<file path="src/rtl/pwmdec_pkg.sv">
package pwmdec_pkg;
    localparam int CNT_W   = 16;  // period and timeout counters
    localparam int DUTY_W  = 8;   // duty code width
    localparam int AVG_LOG = 2;   // log2 of averaged periods
    localparam int WIN_W   = 20;  // jitter window timer
    localparam int GLT_W   = 16;  // glitch counter
    localparam int JIT_W   = 8;   // jitter counters
    localparam int MP_W    = 6;   // minimum pulse setting
    localparam int GOOD_W  = 4;   // good-run counter

    typedef logic [CNT_W-1:0]  cnt_t;
    typedef logic [DUTY_W-1:0] duty_t;

    typedef struct packed {
        cnt_t period;
        cnt_t high;
    } meas_t;

    function automatic cnt_t abs_diff(input cnt_t a, input cnt_t b);
        return (a > b) ? (a - b) : (b - a);
    endfunction

    function automatic logic in_window(input cnt_t p, input cnt_t lo, input cnt_t hi);
        return (p >= lo) && (p <= hi);
    endfunction
endpackage

</file>
<file path="src/rtl/pwmdec_filter.sv">
module pwmdec_filter
    import pwmdec_pkg::*;
(
    input  logic             clk,
    input  logic             rst,
    input  logic             din,
    input  logic [MP_W-1:0]  min_pulse,
    output logic             level,
    output logic             rise,
    output logic             fall,
    output logic [GLT_W-1:0] glitch_cnt
);
    logic [1:0]      sync_q;
    logic [MP_W-1:0] run_q;
    logic [MP_W:0]   run_next;
    logic            s_in;

    assign s_in     = sync_q[1];
    assign run_next = {1'b0, run_q} + (MP_W+1)'(1);

    always_ff @(posedge clk) begin
        if (rst) begin
            sync_q     <= '0;
            level      <= 1'b0;
            rise       <= 1'b0;
            fall       <= 1'b0;
            run_q      <= '0;
            glitch_cnt <= '0;
        end else begin
            sync_q <= {sync_q[0], din};
            rise   <= 1'b0;
            fall   <= 1'b0;
            if (s_in != level) begin
                if (run_next >= {1'b0, min_pulse}) begin
                    level <= s_in;
                    rise  <= s_in;
                    fall  <= ~s_in;
                    run_q <= '0;
                end else begin
                    run_q <= run_next[MP_W-1:0];
                end
            end else begin
                if (run_q != '0 && glitch_cnt != '1)
                    glitch_cnt <= glitch_cnt + GLT_W'(1);
                run_q <= '0;
            end
        end
    end
endmodule

</file>
<file path="src/rtl/pwmdec_meter.sv">
module pwmdec_meter
    import pwmdec_pkg::*;
(
    input  logic  clk,
    input  logic  rst,
    input  logic  level,
    input  logic  rise,
    input  logic  fall,
    input  cnt_t  stuck_limit,
    output logic  samp_vld,
    output meas_t samp,
    output logic  stuck_enter,
    output logic  stuck_lvl
);
    cnt_t per_cnt, hi_len, idle_cnt;
    logic armed, stuck;

    always_ff @(posedge clk) begin
        if (rst) begin
            per_cnt     <= '0;
            hi_len      <= '0;
            idle_cnt    <= '0;
            armed       <= 1'b0;
            stuck       <= 1'b0;
            samp_vld    <= 1'b0;
            samp        <= '0;
            stuck_enter <= 1'b0;
            stuck_lvl   <= 1'b0;
        end else begin
            samp_vld    <= 1'b0;
            stuck_enter <= 1'b0;
            if (rise) begin
                if (armed) begin
                    samp_vld    <= 1'b1;
                    samp.period <= per_cnt;
                    samp.high   <= hi_len;
                end
                armed   <= 1'b1;
                per_cnt <= cnt_t'(1);
            end else if (per_cnt != '1) begin
                per_cnt <= per_cnt + cnt_t'(1);
            end
            if (fall)
                hi_len <= per_cnt;
            if (rise || fall) begin
                idle_cnt <= '0;
                stuck    <= 1'b0;
            end else if (!stuck) begin
                if (idle_cnt >= stuck_limit) begin
                    stuck       <= 1'b1;
                    stuck_enter <= 1'b1;
                    stuck_lvl   <= level;
                    armed       <= 1'b0;
                end else begin
                    idle_cnt <= idle_cnt + cnt_t'(1);
                end
            end
        end
    end
endmodule

</file>
<file path="src/rtl/pwmdec_divider.sv">
module pwmdec_divider
    import pwmdec_pkg::*;
#(
    parameter int NW = CNT_W,
    parameter int QW = DUTY_W
) (
    input  logic          clk,
    input  logic          rst,
    input  logic          start,
    input  logic [NW-1:0] num,
    input  logic [NW-1:0] den,
    output logic          done,
    output logic [QW-1:0] quo
);
    localparam int SW = $clog2(QW + 1);

    logic [NW-1:0] rem_q, den_q;
    logic [NW:0]   shifted, diff;
    logic [SW-1:0] steps;
    logic          busy;

    assign shifted = {rem_q, 1'b0};
    assign diff    = shifted - {1'b0, den_q};

    always_ff @(posedge clk) begin
        if (rst) begin
            rem_q <= '0;
            den_q <= '0;
            steps <= '0;
            busy  <= 1'b0;
            done  <= 1'b0;
            quo   <= '0;
        end else begin
            done <= 1'b0;
            if (busy) begin
                if (!diff[NW]) begin
                    rem_q <= diff[NW-1:0];
                    quo   <= {quo[QW-2:0], 1'b1};
                end else begin
                    rem_q <= shifted[NW-1:0];
                    quo   <= {quo[QW-2:0], 1'b0};
                end
                steps <= steps - SW'(1);
                if (steps == SW'(1)) begin
                    busy <= 1'b0;
                    done <= 1'b1;
                end
            end else if (start) begin
                if (num >= den) begin
                    quo  <= '1;
                    done <= 1'b1;
                end else begin
                    rem_q <= num;
                    den_q <= den;
                    quo   <= '0;
                    steps <= SW'(QW);
                    busy  <= 1'b1;
                end
            end
        end
    end
endmodule

</file>
<file path="src/rtl/pwm_dim_decoder.sv">
module pwm_dim_decoder
    import pwmdec_pkg::*;
(
    input  logic              clk,
    input  logic              rst,
    input  logic              pwm_in,
    input  logic [MP_W-1:0]   cfg_min_pulse,
    input  logic [CNT_W-1:0]  cfg_period_min,
    input  logic [CNT_W-1:0]  cfg_period_max,
    input  logic              cfg_oor_invalidate,
    input  logic [CNT_W-1:0]  cfg_stuck_limit,
    input  logic [CNT_W-1:0]  cfg_jit_delta,
    input  logic [JIT_W-1:0]  cfg_jit_limit,
    input  logic [WIN_W-1:0]  cfg_jit_window,
    input  logic [GOOD_W-1:0] cfg_good_periods,
    output logic [DUTY_W-1:0] dim_cmd,
    output logic              dim_valid,
    output logic [GLT_W-1:0]  glitch_count,
    output logic [JIT_W-1:0]  jitter_count
);
    localparam int AVG_N = 1 << AVG_LOG;
    localparam int SUM_W = DUTY_W + AVG_LOG;

    logic  level, rise, fall;
    logic  samp_vld, stuck_enter, stuck_lvl, div_done;
    meas_t samp;
    cnt_t  samp_period;
    duty_t div_q;

    pwmdec_filter u_filter (
        .clk(clk), .rst(rst), .din(pwm_in), .min_pulse(cfg_min_pulse),
        .level(level), .rise(rise), .fall(fall), .glitch_cnt(glitch_count)
    );

    pwmdec_meter u_meter (
        .clk(clk), .rst(rst), .level(level), .rise(rise), .fall(fall),
        .stuck_limit(cfg_stuck_limit), .samp_vld(samp_vld), .samp(samp),
        .stuck_enter(stuck_enter), .stuck_lvl(stuck_lvl)
    );

    assign samp_period = samp.period;

    logic in_win, accept;
    assign in_win = in_window(samp_period, cfg_period_min, cfg_period_max);
    assign accept = samp_vld && in_win;

    pwmdec_divider #(.NW(CNT_W), .QW(DUTY_W)) u_div (
        .clk(clk), .rst(rst), .start(accept), .num(samp.high),
        .den(samp_period), .done(div_done), .quo(div_q)
    );

    // jitter detection and windowed event count
    cnt_t              prev_per;
    logic              prev_ok;
    logic [JIT_W-1:0]  win_evt, evt_next;
    logic [WIN_W-1:0]  win_tmr;
    logic              jit_hit, jit_over;

    assign jit_hit  = accept && prev_ok && (abs_diff(samp_period, prev_per) > cfg_jit_delta);
    assign evt_next = (jit_hit && win_evt != '1) ? win_evt + JIT_W'(1) : win_evt;
    assign jit_over = jit_hit && (evt_next > cfg_jit_limit);

    always_ff @(posedge clk) begin
        if (rst) begin
            prev_per     <= '0;
            prev_ok      <= 1'b0;
            win_evt      <= '0;
            win_tmr      <= '0;
            jitter_count <= '0;
        end else begin
            if (stuck_enter) begin
                prev_ok <= 1'b0;
            end else if (accept) begin
                prev_per <= samp_period;
                prev_ok  <= 1'b1;
            end
            if (jit_hit && jitter_count != '1)
                jitter_count <= jitter_count + JIT_W'(1);
            if (win_evt == '0) begin
                win_tmr <= '0;
                win_evt <= evt_next;
            end else if (win_tmr >= cfg_jit_window) begin
                win_evt <= '0;
                win_tmr <= '0;
            end else begin
                win_tmr <= win_tmr + WIN_W'(1);
                win_evt <= evt_next;
            end
        end
    end

    // validity and good-run tracking
    logic [GOOD_W-1:0] good_run;

    always_ff @(posedge clk) begin
        if (rst) begin
            dim_valid <= 1'b0;
            good_run  <= '0;
        end else if (stuck_enter) begin
            dim_valid <= 1'b1;
            good_run  <= '0;
        end else if (samp_vld) begin
            if (!in_win) begin
                if (cfg_oor_invalidate) begin
                    dim_valid <= 1'b0;
                    good_run  <= '0;
                end
            end else if (jit_over) begin
                dim_valid <= 1'b0;
                good_run  <= '0;
            end else begin
                if (good_run != '1)
                    good_run <= good_run + GOOD_W'(1);
                if ({1'b0, good_run} + (GOOD_W+1)'(1) >= {1'b0, cfg_good_periods})
                    dim_valid <= 1'b1;
            end
        end
    end

    // duty history and average
    duty_t hist_q [AVG_N];
    logic [SUM_W-1:0] sum;

    always_ff @(posedge clk) begin
        if (rst) begin
            for (int i = 0; i < AVG_N; i++) hist_q[i] <= '0;
        end else if (stuck_enter) begin
            for (int i = 0; i < AVG_N; i++) hist_q[i] <= {DUTY_W{stuck_lvl}};
        end else if (div_done) begin
            hist_q[0] <= div_q;
            for (int i = 1; i < AVG_N; i++) hist_q[i] <= hist_q[i-1];
        end
    end

    always_comb begin
        sum = '0;
        for (int i = 0; i < AVG_N; i++) sum = sum + SUM_W'(hist_q[i]);
    end

    assign dim_cmd = DUTY_W'(sum >> AVG_LOG);
endmodule

</file>
<file path="config.mk">
export PLATFORM = sky130hd
export DESIGN_NAME = pwm_dim_decoder
export DESIGN_NICKNAME = d
export VERILOG_FILES = /design/src/rtl/pwmdec_pkg.sv /design/src/rtl/pwmdec_filter.sv /design/src/rtl/pwmdec_meter.sv /design/src/rtl/pwmdec_divider.sv /design/src/rtl/pwm_dim_decoder.sv
export SDC_FILE = /design/constraint.sdc
export NUM_CORES = 1
export LEC_CHECK = 0
export CORE_ASPECT_RATIO = 1.1
export CORE_UTILIZATION = 55
export DETAILED_ROUTE_END_ITERATION = 7
export PLACE_DENSITY = 0.86
export SYNTH_ARGS = -nofsm -noshare
export SYNTH_HDL_FRONTEND = slang
export SYNTH_HIERARCHICAL = 1
export SYNTH_SLANG_ARGS = --single-unit
export TNS_END_PERCENT = 5
</file>
<file path="constraint.sdc">
create_clock -name clk -period 6.5 [get_ports clk]
set_input_delay 0.65 -clock clk [delete_from_list [all_inputs] [get_ports clk]]
set_output_delay 0.65 -clock clk [all_outputs]
set_load 0.01 [all_outputs]
</file>
Yosys cells after proc, flatten, opt, wreduce, memory -nomap -nowiden
Memory sizes are Yosys's and may differ from the RTL's.
Cells that the tools add are included.
- bits in registers: 216
- latch bits: 0
- bits in read-only memories: 0
- output and inout port bits: 33
- memories kept: 1
- input bits: 106
- word-level logic and storage cells: 178
- memory bits (writable): 32
- bitwise logic cells: 18
- multiply operators: 0
- reduce and logical (&&, ||, !) cells: 34
- divide/modulo/power cells: 0
- add/sub/neg operators: 16
- shift operators: 0
- equality and inequality tests: 10
- $lt $le $gt $ge: 10
- muxes and demuxes: 59
- memory list (name ; depth ; bits a word ; rd ports ; clocked after Yosys merged registers in ; write ports ; RTL line ; source):
    hist_q ; 4 ; 8 ; 4 ; 0 ; 4 ; pwm_dim_decoder.sv:121 ; duty_t hist_q [AVG_N];
- operator list (cell ; number):
    $mux W8 ; 14
    $mux W16 ; 5
    $add A16 B1 Y16 const B ; 3
    $ge A16 B16 Y1 ; 3
    $mux W1 ; 33
    $gt A16 B16 Y1 ; 2
    $ne A16 B16 Y1 const B ; 2
    $sub A16 B16 Y16 ; 2
    $mux W4 ; 7
    $add A20 B1 Y20 const B ; 1
    $ge A20 B20 Y1 ; 1
    $sub A17 B16 Y17 ; 1
    $add A8 B1 Y8 const B ; 2
    $le A16 B16 Y1 ; 1
    $ne A8 B8 Y1 const B ; 2
    $reduce_and A2 Y1 ; 6
    $reduce_and A3 Y1 ; 4
    $reduce_or A3 Y1 ; 4
    $add A10 B8 Y10 ; 1
    $add A9 B8 Y10 ; 1
    $not A1 Y1 ; 10
    $add A8 B8 Y9 ; 1
    $gt A8 B8 Y1 ; 1
    $logic_and A1 B1 Y1 ; 8
    19 further kinds ; 32

Depth between registers and ports, before layout
Gate-level depths: netlist of run 1.
- word-level depth: 13
- gate-level depth with buffers: 30
- gate-level depth less buffers: 27

Cells and area by module
Netlist of run 1, hierarchy kept.
- by module, submodules not included (module ; instances ; seq. area each (sq um) ; area each (sq um) ; cells each):
    pwm_dim_decoder ; 1 ; 2122.0 ; 8161.6 ; 935
    pwmdec_meter ; 1 ; 1701.6 ; 3844.9 ; 454
    pwmdec_divider ; 1 ; 920.9 ; 3280.6 ; 412
    pwmdec_filter ; 1 ; 540.5 ; 1448.9 ; 151

Worst setup path after synthesis of run 1
Ideal clock, no wire load.
- kind: reg2reg
- start: register u_meter/samp[16] (netlist name)
- end: register good_run[3]
- buffers on the path: 3
- cell stages (with the launch flop): 30
- required time: 6409 ps
- clock period less this slack: 5761 ps
- slack: 739 ps
- arrival time: 5670 ps
- library setup time: 91 ps
- cells stage by stage: dfxtp_1 inv_1 ha_1 inv_1 fa_1 a21o_1 a221oi_2 nor3_1 o31ai_2 buf_4 mux2i_1 xnor2_1 ha_1 and3_4 a221o_1 a221o_1 a22o_1 o211ai_2 buf_6 buf_6 o21ai_1 nand2_1 ha_1 nor2b_1 o21a_1 o21ai_0 a21oi_1 o311ai_2 nand4_1 a311oi_1
- longest elaborated chain between the ends: 11
- elaborated cells between the ends (all ways): 20
- those cells by class: add/sub (2); order compare (5); eq/ne (1); mux (4); reduce/logical (8)
- ends and longest elaborated chain (what ; RTL line ; source):
    parallel branches: the longest is 11 deep, another holds $sub A16 B16 Y16 ; n/a ;
    end signal, assigned ; pwm_dim_decoder.sv:113 ; good_run <= good_run + GOOD_W'(1);
    end, declared ; pwm_dim_decoder.sv:93 ; logic [GOOD_W-1:0] good_run;
Several ways; the timed one is not identified.
A chain may end at the register's enable or synchronous reset.

Worst setup path after layout of run 1
- start: register u_meter/samp[16] (netlist name)
- end: register dim_valid
- longest elaborated chain between the ends: 13
- elaborated cells between the ends (all ways): 22
- those cells by class: add/sub (2); order compare (5); eq/ne (1); mux (6); reduce/logical (8)
- ends and longest elaborated chain (what ; RTL line ; source):
    parallel branches: the longest is 13 deep, another holds $sub A16 B16 Y16 ; n/a ;
    end signal, assigned ; pwm_dim_decoder.sv:100 ; dim_valid <= 1'b1;
    end signal, assigned ; pwm_dim_decoder.sv:105 ; dim_valid <= 1'b0;
    end signal, assigned ; pwm_dim_decoder.sv:109 ; dim_valid <= 1'b0;
    end, declared ; pwm_dim_decoder.sv:17 ; output logic dim_valid,
Several ways; the timed one is not identified. The select of a mux whose other input is x is not followed.

==> results of run 1 <==
-- worst register-to-register path: cells and delay by family (launching register included) --
family | cells | cell delay (ns)
adders and majority gates | 4 | 1.11
and+or+nand+nor | 6 | 0.69
DFF | 1 | 0.31
muxes | 1 | 0.36
buffers and inverters | 5 | 0.75
AOI/OAI and AO/OA | 12 | 3.12
-- final cells by class --
class / count / area, µm² / share of cell area
Timing Repair Buffer: 173 / 1650 / 0.0847
Multi-Input combinational cell: 1420 / 10400 / 0.533
Sequential cell: 248 / 5290 / 0.272
Clock inverter: 12 / 150 / 0.00773
Clock buffer: 37 / 753 / 0.0388
Inverter: 203 / 762 / 0.0392
Tap cell: 374 / 468 / 0.0241
-- timing repair --
item / in CTS / in global routing
endpoints found under the setup margin: 0 / 5
setup buffers: 0 / 7
gates resized for setup: 0 / 12
-- power by group through the flow --
stage | clock [mW] | combinational (mW) | sequential (mW)
after global routing | 1.65 | 0.321 | 1.57
final | 1.56 | 0.290 | 1.57
after detailed placement | 0 | 0.289 | 1.61
after floorplan | 0 | 0.148 | 1.60
after CTS | 1.59 | 0.291 | 1.57
after global placement | 0 | 0.279 | 1.61
-- synthesized netlist by cell type, types with 18 or more instances --
cell      count  area share
a21o_1       67       0.030
a21oi_1     167       0.050
and3_1       28       0.010
clkbuf_1     62       0.014
dfxtp_1     216        0.26
edfxtp_1     32       0.057
fa_1         19       0.023
ha_1        183        0.14
inv_1       202       0.045
mux2i_1      64       0.038
nand2_1     181       0.041
nand2b_1     20      0.0075
nand3_1      68       0.020
nand4_1      31       0.012
nor2_1      131       0.029
nor3_1       28      0.0084
o211ai_1     18      0.0081
o21ai_0      51       0.015
o31ai_1      23       0.010
xnor2_1      37       0.019
xor2_1       36       0.019
-- per-stage QoR --
step / hold slack, ns / instances / instance area [µm²] / utilization / TNS (ns)
floorplan: 0.414 / 1952 / 16700 / - / 0
global placement: 0.420 / 2410 / 18400 / 0.619 / 0
detailed placement: 0.444 / 2410 / 18400 / 0.619 / 0
CTS: 0.422 / 2459 / 19300 / 0.650 / 0
global route: 0.431 / 2467 / 19400 / 0.653 / -0.442
finish: 0.435 / 2467 / 19400 / 0.653 / 0
-- worst paths after layout --
path                           start                     end  slack, ns  cells past startpoint
hold reg to reg   u_meter/hi_len[11]        u_meter/samp[11]       0.45                      2
setup / recovery    u_meter/samp[16]               dim_valid       0.12                     28
hold / removal                   rst  u_filter/glitch_cnt[6]       0.44                      2
setup reg to reg    u_meter/samp[16]               dim_valid       0.12                     28
-- layer usage --
layer  share of wire  wire [µm]  vias up  GRT usage
li1                -          -     7172          -
met4           0.036       1550        0      0.111
met2            0.49      21100      549      0.492
met3           0.068       2930      110     0.0365
met1            0.41      17600     7127      0.332
met5               0          0        -          0
-- cells by family after synthesis --
kind of cell             share of synthesized area
XOR/XNOR                                    0.0398
adder cells (fa/ha/maj)                      0.160
buffers and inverters                       0.0680
multiplexers                                0.0459
flip-flops                                   0.316
AO/OA/AOI/OAI                                0.188
AND/OR/NAND/NOR                              0.182
-- sequential cells by signal, indices dropped and copies added, names as in the netlist, 2 cells and up --
register,cells
u_meter/idle_cnt,16
u_meter/hi_len,16
u_meter/per_cnt,16
u_div/den_q,16
u_div/steps,4
u_filter/glitch_cnt,16
hist_q,32
u_meter/samp,32
u_filter/sync_q,2
u_filter/run_q,6
prev_per,16
u_div/quo,8
jitter_count,8
u_div/rem_q,16
win_tmr,20
win_evt,8
good_run,4
==> results.ini, run 1 <==
[run_status]
status = completed

[final_layout]
final_cell_mix = 216 x dfxtp_1, 202 x inv_1, 182 x ha_1
drive_gt1_frac = 0.0650
antenna_cells = 0
layout_commonest_cell = dfxtp_1
num-fill-cells = 2430
nets = 2381
synthToLayoutAreaGrowth_pct = 16.1

[clocking]
root_buffer = clkbuf_16
cts_hold_buf = 0
cts_tree = done
clk_pin_slew_ns = 0.06
cts_sinks = 248
cts_buffers = 27
insertion_delay_ns = 0.56
max-clock-path-buffers = 3
h-tree-depth = 1

[synthesis]
ys.flop_type = dfxtp_1
netlist_instances = 1952
ys_ff_latch = 248
synth_cell_types = 95
ys_seq_area_frac = 0.316
async_reset_ff_frac = 0
synth_warnings = 6
syn_area_um2 = 16700
synth.avg_cell_area_um2 = 8.57
synth_fp_nets = 2260
synth_edf_count = 32

[place]
gp_congestion = 0.913
pre_cts_slack_ns = 0.106
hpwl_um = 31800
io_buffers = 138

[power]
p_clk_frac = 0.456
p_leak_nw = 8.51
ir_drop_uv = 193
powerDensity_nw_per_um2 = 176
p_sw_mw = 0.779
comb_power_share = 0.084
report.power.total_mw = 3.43
p_seq_frac = 0.459
p_int_mw = 2.65
switching_share = 0.227

[drt]
drc_errors = 0
avgRoutedWirePerCell_um = 17.5
ant_nets = 0
dr.pass1.iters = 6
wl_um = 43200
vias_per_cell = 6.06
drt-initial-drc-count = 1176
vias = 15000

[setup_path]
critPathCaptureType = register
critPathSlowestCell = o311ai_2
cp_num_buf_inv = 5
worstPathRequired_ns = 6.97
crit_family = compound AO/OA/AOI/OAI gates
critPathMaxStageDelay_ns = 0.43
cp-start-kind = register
crit_type = reg2reg
crit_fanout = 10
arrival_ns = 6.85

[timing]
period_share = 0.981
hold_viol = 0
finalMaxSlewViolations = 0
maxSlewHeadroom = 0.167
worstMarginPinSlew_ns = 1.25
fin_skew_ns = 0.0201
fmax_mhz = 157
setup_slack_ns = 0.122
fin_crit_ns = 6.38
finalSetupViolCount = 0

[die]
io_pins = 139
dieArea_um2 = 31100
design.core.area_um2 = 29700
start_util = 0.563
die_w_um = 168
fp.dieH_um = 185
rows = 66

[global_routing]
grt_pass1_vias = 14600
antenna_found_initial = 0
grt_pass1_wl_um = 70400
grt_max_degree = 81
grt_remaining_overflow = 0
gr-usage-all-layers = 0.275

[worst_hold_path]
hold_path.class = in2reg

[job]
drv_cap = 0

(Power assumes the default switching activity.)
==> inputs of run 2 (changes only) <==
--- a/config.mk
+++ b/config.mk
@@ -8,7 +8,8 @@
 export CORE_ASPECT_RATIO = 1.1
 export CORE_UTILIZATION = 55
 export DETAILED_ROUTE_END_ITERATION = 7
-export PLACE_DENSITY = 0.86
+export DONT_BUFFER_PORTS = 1
+export PLACE_DENSITY = 0.8
 export SYNTH_ARGS = -nofsm -noshare
 export SYNTH_HDL_FRONTEND = slang
 export SYNTH_HIERARCHICAL = 1
==> run 2 against run 1 <==
Against the previous run:
- utilization fell by 5.1 points
- global-route usage down 1.4 points
- critical endpoint is now good_run[3]
- register-to-register slack better by 0.17 ns
- critical path depth unchanged
- clock power shrank 7%
- fmax is 2.7% higher
==> results.ini, run 2 (synthesis results as in run 1) <==
[global_routing]
gr-usage-all-layers = 0.261
grt_max_degree = 161
grt_pass1_vias = 13600
grt_pass1_wl_um = 66500
grt_remaining_overflow = 0
antenna_found_initial = 3

[clocking]
h-tree-depth = 1
clk_pin_slew_ns = 0.06
cts_sinks = 248
cts_hold_buf = 0
cts_buffers = 26
insertion_delay_ns = 0.53
cts_tree = done
max-clock-path-buffers = 3
root_buffer = clkbuf_16

[drt]
dr.pass1.iters = 7
avgRoutedWirePerCell_um = 17.9
ant_nets = 0
vias = 14300
vias_per_cell = 6.14
drc_errors = 0
wl_um = 41500
drt-initial-drc-count = 1014

[timing]
worstMarginPinSlew_ns = 1.09
hold_ws_ns = 0.200
maxSlewHeadroom = 0.271
fin_skew_ns = 0.0161
fin_crit_ns = 6.21
finalMaxSlewViolations = 0
setup_slack_ns = 0.292
hold_viol = 0
fmax_mhz = 161
period_share = 0.955
finalSetupViolCount = 0
setup_tns_ns = 0

[final_layout]
final_util = 0.603
layout_commonest_cell = dfxtp_1
seq_area_um2 = 5290
reg_top3 = hist_q (32), u_meter/samp (32), win_tmr (20)
multi_input_area_um2 = 10400
synthToLayoutAreaGrowth_pct = 7.09
nets = 2237
final_cell_mix = 215 x dfxtp_1, 202 x inv_1, 183 x ha_1
drive_gt1_frac = 0.0637
antenna_cells = 0
num-fill-cells = 2571

[power]
p_int_mw = 2.47
switching_share = 0.230
p_sw_mw = 0.737
powerDensity_nw_per_um2 = 179
p_leak_nw = 7.92
report.power.total_mw = 3.20
comb_power_share = 0.055
ir_drop_uv = 172
p_seq_frac = 0.491
p_clk_frac = 0.454

[die]
design.core.area_um2 = 29700
io_pins = 139
start_util = 0.563
die_w_um = 168
fp.dieH_um = 185
rows = 66
dieArea_um2 = 31100

[setup_path]
regToRegSetupSlack_ns = 0.29
worstPathRequired_ns = 6.94
cp-start-kind = register
cp_num_buf_inv = 3
crit_fanout = 7
critPathSlowestCell = o311ai_4
critPathMaxStageDelay_ns = 0.41
crit_top_cell = ha_1
crit_family = compound AO/OA/AOI/OAI gates
critPathCaptureType = register
crit_type = reg2reg
arrival_ns = 6.65

[run_status]
status = completed

[place]
gp_congestion = 0.928
hpwl_um = 30600
io_buffers = 0
pre_cts_slack_ns = 0.134

[job]
drv_cap = 0

[worst_hold_path]
hold_path.class = in2reg

-- run 2: cell types whose count changed in the layout (fill, tap and decap cells not counted), sizes merged --
cell / delta
buf: -6
bufinv: -1
clkbuf: -5
clkdlybuf4s50: -137
clkinv: +5
inv: -1
-- run 2: cell type report --
cell class	instances	area share
clock buffers	32	0.0387
flip-flops and latches	248	0.295
well taps	374	0.0261
clock inverters	15	0.00698
multi-input cells	1420	0.578
repair buffers	30	0.0126
inverters	203	0.0425
-- run 2: power by group through the flow --
stage	Clock, mW	Sequential, mW	Combinational (mW)
2_1_floorplan	0	1.60	0.148
3_3_place_gp	0	1.61	0.164
3_5_place_dp	0	1.61	0.173
4_1_cts	1.48	1.57	0.175
5_1_grt	1.54	1.57	0.197
6_report	1.45	1.57	0.175
-- run 2: final timing paths --
kind	startpoint	end	cells after the start
max	u_meter/samp[16]	good_run[3]	28
min	rst	u_filter/glitch_cnt[8]	1
max reg2reg	u_meter/samp[16]	good_run[3]	28
min reg2reg	u_filter/sync_q[0]	u_filter/sync_q[1]	1
-- run 2: layer usage --
metal	vias up	global-route usage	share of wire
met5	-	0	0.00022
met4	2	0.0913	0.033
met3	98	0.0444	0.069
met2	471	0.461	0.48
met1	6802	0.319	0.42
li1	6880	-	-
-- run 2: through the flow --
stage | area [µm²] | instances
3_3_place_gp | 17000 | 2271
6_report | 17900 | 2322
3_5_place_dp | 17000 | 2271
4_1_cts | 17800 | 2318
2_1_floorplan | 16700 | 1952
5_1_grt | 17900 | 2322
-- run 2: repair_timing --
item	4_1_cts	5_1_grt
setup buffers	0	4
gates resized for setup	0	9
setup endpoints to repair	0	5
==> inputs of run 3 (changes only) <==
--- a/config.mk
+++ b/config.mk
@@ -6,10 +6,10 @@
 export NUM_CORES = 1
 export LEC_CHECK = 0
 export CORE_ASPECT_RATIO = 1.1
-export CORE_UTILIZATION = 55
+export CORE_UTILIZATION = 50
 export DETAILED_ROUTE_END_ITERATION = 7
 export DONT_BUFFER_PORTS = 1
-export PLACE_DENSITY = 0.8
+export PLACE_DENSITY = 0.75
 export SYNTH_ARGS = -nofsm -noshare
 export SYNTH_HDL_FRONTEND = slang
 export SYNTH_HIERARCHICAL = 1
==> run 3 against run 2 <==
Against the previous run:
- first-iteration DRC count fell by 11%
- critical path depth is 2 higher
- clock skew is 0.0090 ns lower
- setup slack improved by 0.025 ns
- flip-flop and latch count unchanged
- clock-buffer cell count grew 8
- global-route usage shrank 2.5 points
- via count decreased by 1.5%
- design area increased by 0.73%
- clock power hardly changed
- combinational power is 2% lower
- final cell count increased by 2.5%
- largest power group unchanged
- highest routed layer is now met4
==> results.ini, run 3 (synthesis results as in run 1) <==
[run_status]
status = completed

[drt]
vias_per_cell = 5.90
dr.pass1.iters = 7
wl_um = 41200
drc_errors = 0
vias = 14000
avgRoutedWirePerCell_um = 17.3
ant_nets = 0
drt-initial-drc-count = 900

[clocking]
cts_sinks = 248
insertion_delay_ns = 0.54
clk_pin_slew_ns = 0.06
max-clock-path-buffers = 3
cts_tree = done
cts_hold_buf = 0
h-tree-depth = 1
cts_buffers = 27
root_buffer = clkbuf_16

[place]
gp_congestion = 0.902
hpwl_um = 30600
io_buffers = 0

[setup_path]
critPathSlowestCell = fa_1
cp-start-kind = register
arrival_ns = 6.67
crit_top_cell = ha_1
crit_type = reg2reg
critPathCaptureType = register
worstPathRequired_ns = 6.98
critPathMaxStageDelay_ns = 0.39
crit_fanout = 8

[timing]
fin_skew_ns = 0.00710
finalSetupViolCount = 0
finalMaxSlewViolations = 0
period_share = 0.951
fin_crit_ns = 6.18
hold_ws_ns = 0.180
maxSlewHeadroom = 0.225
hold_viol = 0
worstMarginPinSlew_ns = 1.16
fmax_mhz = 162
setup_tns_ns = 0

[die]
rows = 69
io_pins = 139
fp.dieH_um = 194
design.core.area_um2 = 32600
die_w_um = 176
start_util = 0.513
dieArea_um2 = 34200

[global_routing]
antenna_found_initial = 0
grt_pass1_wl_um = 66700
gr-usage-all-layers = 0.236
grt_pass1_vias = 13500
grt_max_degree = 161
grt_remaining_overflow = 0

[final_layout]
reg_top3 = hist_q (32), u_meter/samp (32), win_tmr (20)
layout_commonest_cell = dfxtp_1
drive_gt1_frac = 0.0685
final_cell_mix = 216 x dfxtp_1, 202 x inv_1, 183 x ha_1
nets = 2243
synthToLayoutAreaGrowth_pct = 7.88
antenna_cells = 0

[power]
p_leak_nw = 7.96
report.power.total_mw = 3.19
powerDensity_nw_per_um2 = 177
ir_drop_uv = 193

[job]
drv_cap = 0

[worst_hold_path]
hold_path.class = in2reg

[run 3: changes by cell type in the layout (fill, tap and decap cells not counted), moves of 2 or more]
cell,previous run,this run
buf_4,30,33
bufinv_16,2,0
clkbuf_1,5,8
clkbuf_8,0,5
clkinv_1,6,1
[run 3: layout make-up]
cell class | count | area [µm²]
repair buffers | 35 | 264
clock buffers | 40 | 774
multi-input cells | 1420 | 10400
flip-flops and latches | 248 | 5290
clock inverters | 9 | 56.3
inverters | 203 | 762
fillers | 2951 | 14600
well taps | 426 | 533
[run 3: repair_timing]
item,4_1_cts,5_1_grt
setup endpoints to repair,0,5
buffers inserted,0,6
gates resized for setup,0,12
[run 3: report_power, final]
group	internal (mW)	switching (mW)	total [mW]
combinational	0.0692	0.102	0.171
clock	0.824	0.625	1.45
sequential	1.56	0.0118	1.57
[run 3: path summary, 6_finish.rpt]
check	from	end	slack (ns)	cells past startpoint
hold / removal	rst	u_filter/glitch_cnt[6]	0.18	1
setup reg to reg	u_meter/samp[16]	good_run[2]	0.32	30
setup / recovery	u_meter/samp[16]	good_run[2]	0.32	30
hold reg to reg	u_filter/sync_q[0]	u_filter/sync_q[1]	0.44	1
[run 3: metrics by stage]
step	setup slack (ns)	instances	instance area (µm²)	utilization
after floorplan	0.739	1952	16700	-
after global placement	0.337	2325	17100	0.524
after detailed placement	0.182	2325	17100	0.524
after CTS	0.112	2374	17900	0.550
after global routing	-0.0141	2381	18100	0.553
final	0.316	2381	18100	0.553
[run 3: metal layers]
| layer | wire, µm | track usage | vias to the layer above |
|---|---|---|---|
| li1 | - | - | 6898 |
| met1 | 17300 | 0.293 | 6645 |
| met2 | 19500 | 0.403 | 403 |
| met3 | 2940 | 0.0486 | 91 |
| met4 | 1430 | 0.0830 | 0 |
| met5 | 0 | 0 | - |
[run 3: worst max-delay path: cells and delay by family (launching register included)]
family | cells | cell delay [ns]
AOI/OAI and AO/OA | 16 | 3.36
xor gates and xnor gates | 1 | 0.17
adders and majority gates | 4 | 1.04
buffers and inverters | 5 | 0.70
DFF | 1 | 0.31
and+or+nand+nor | 4 | 0.53
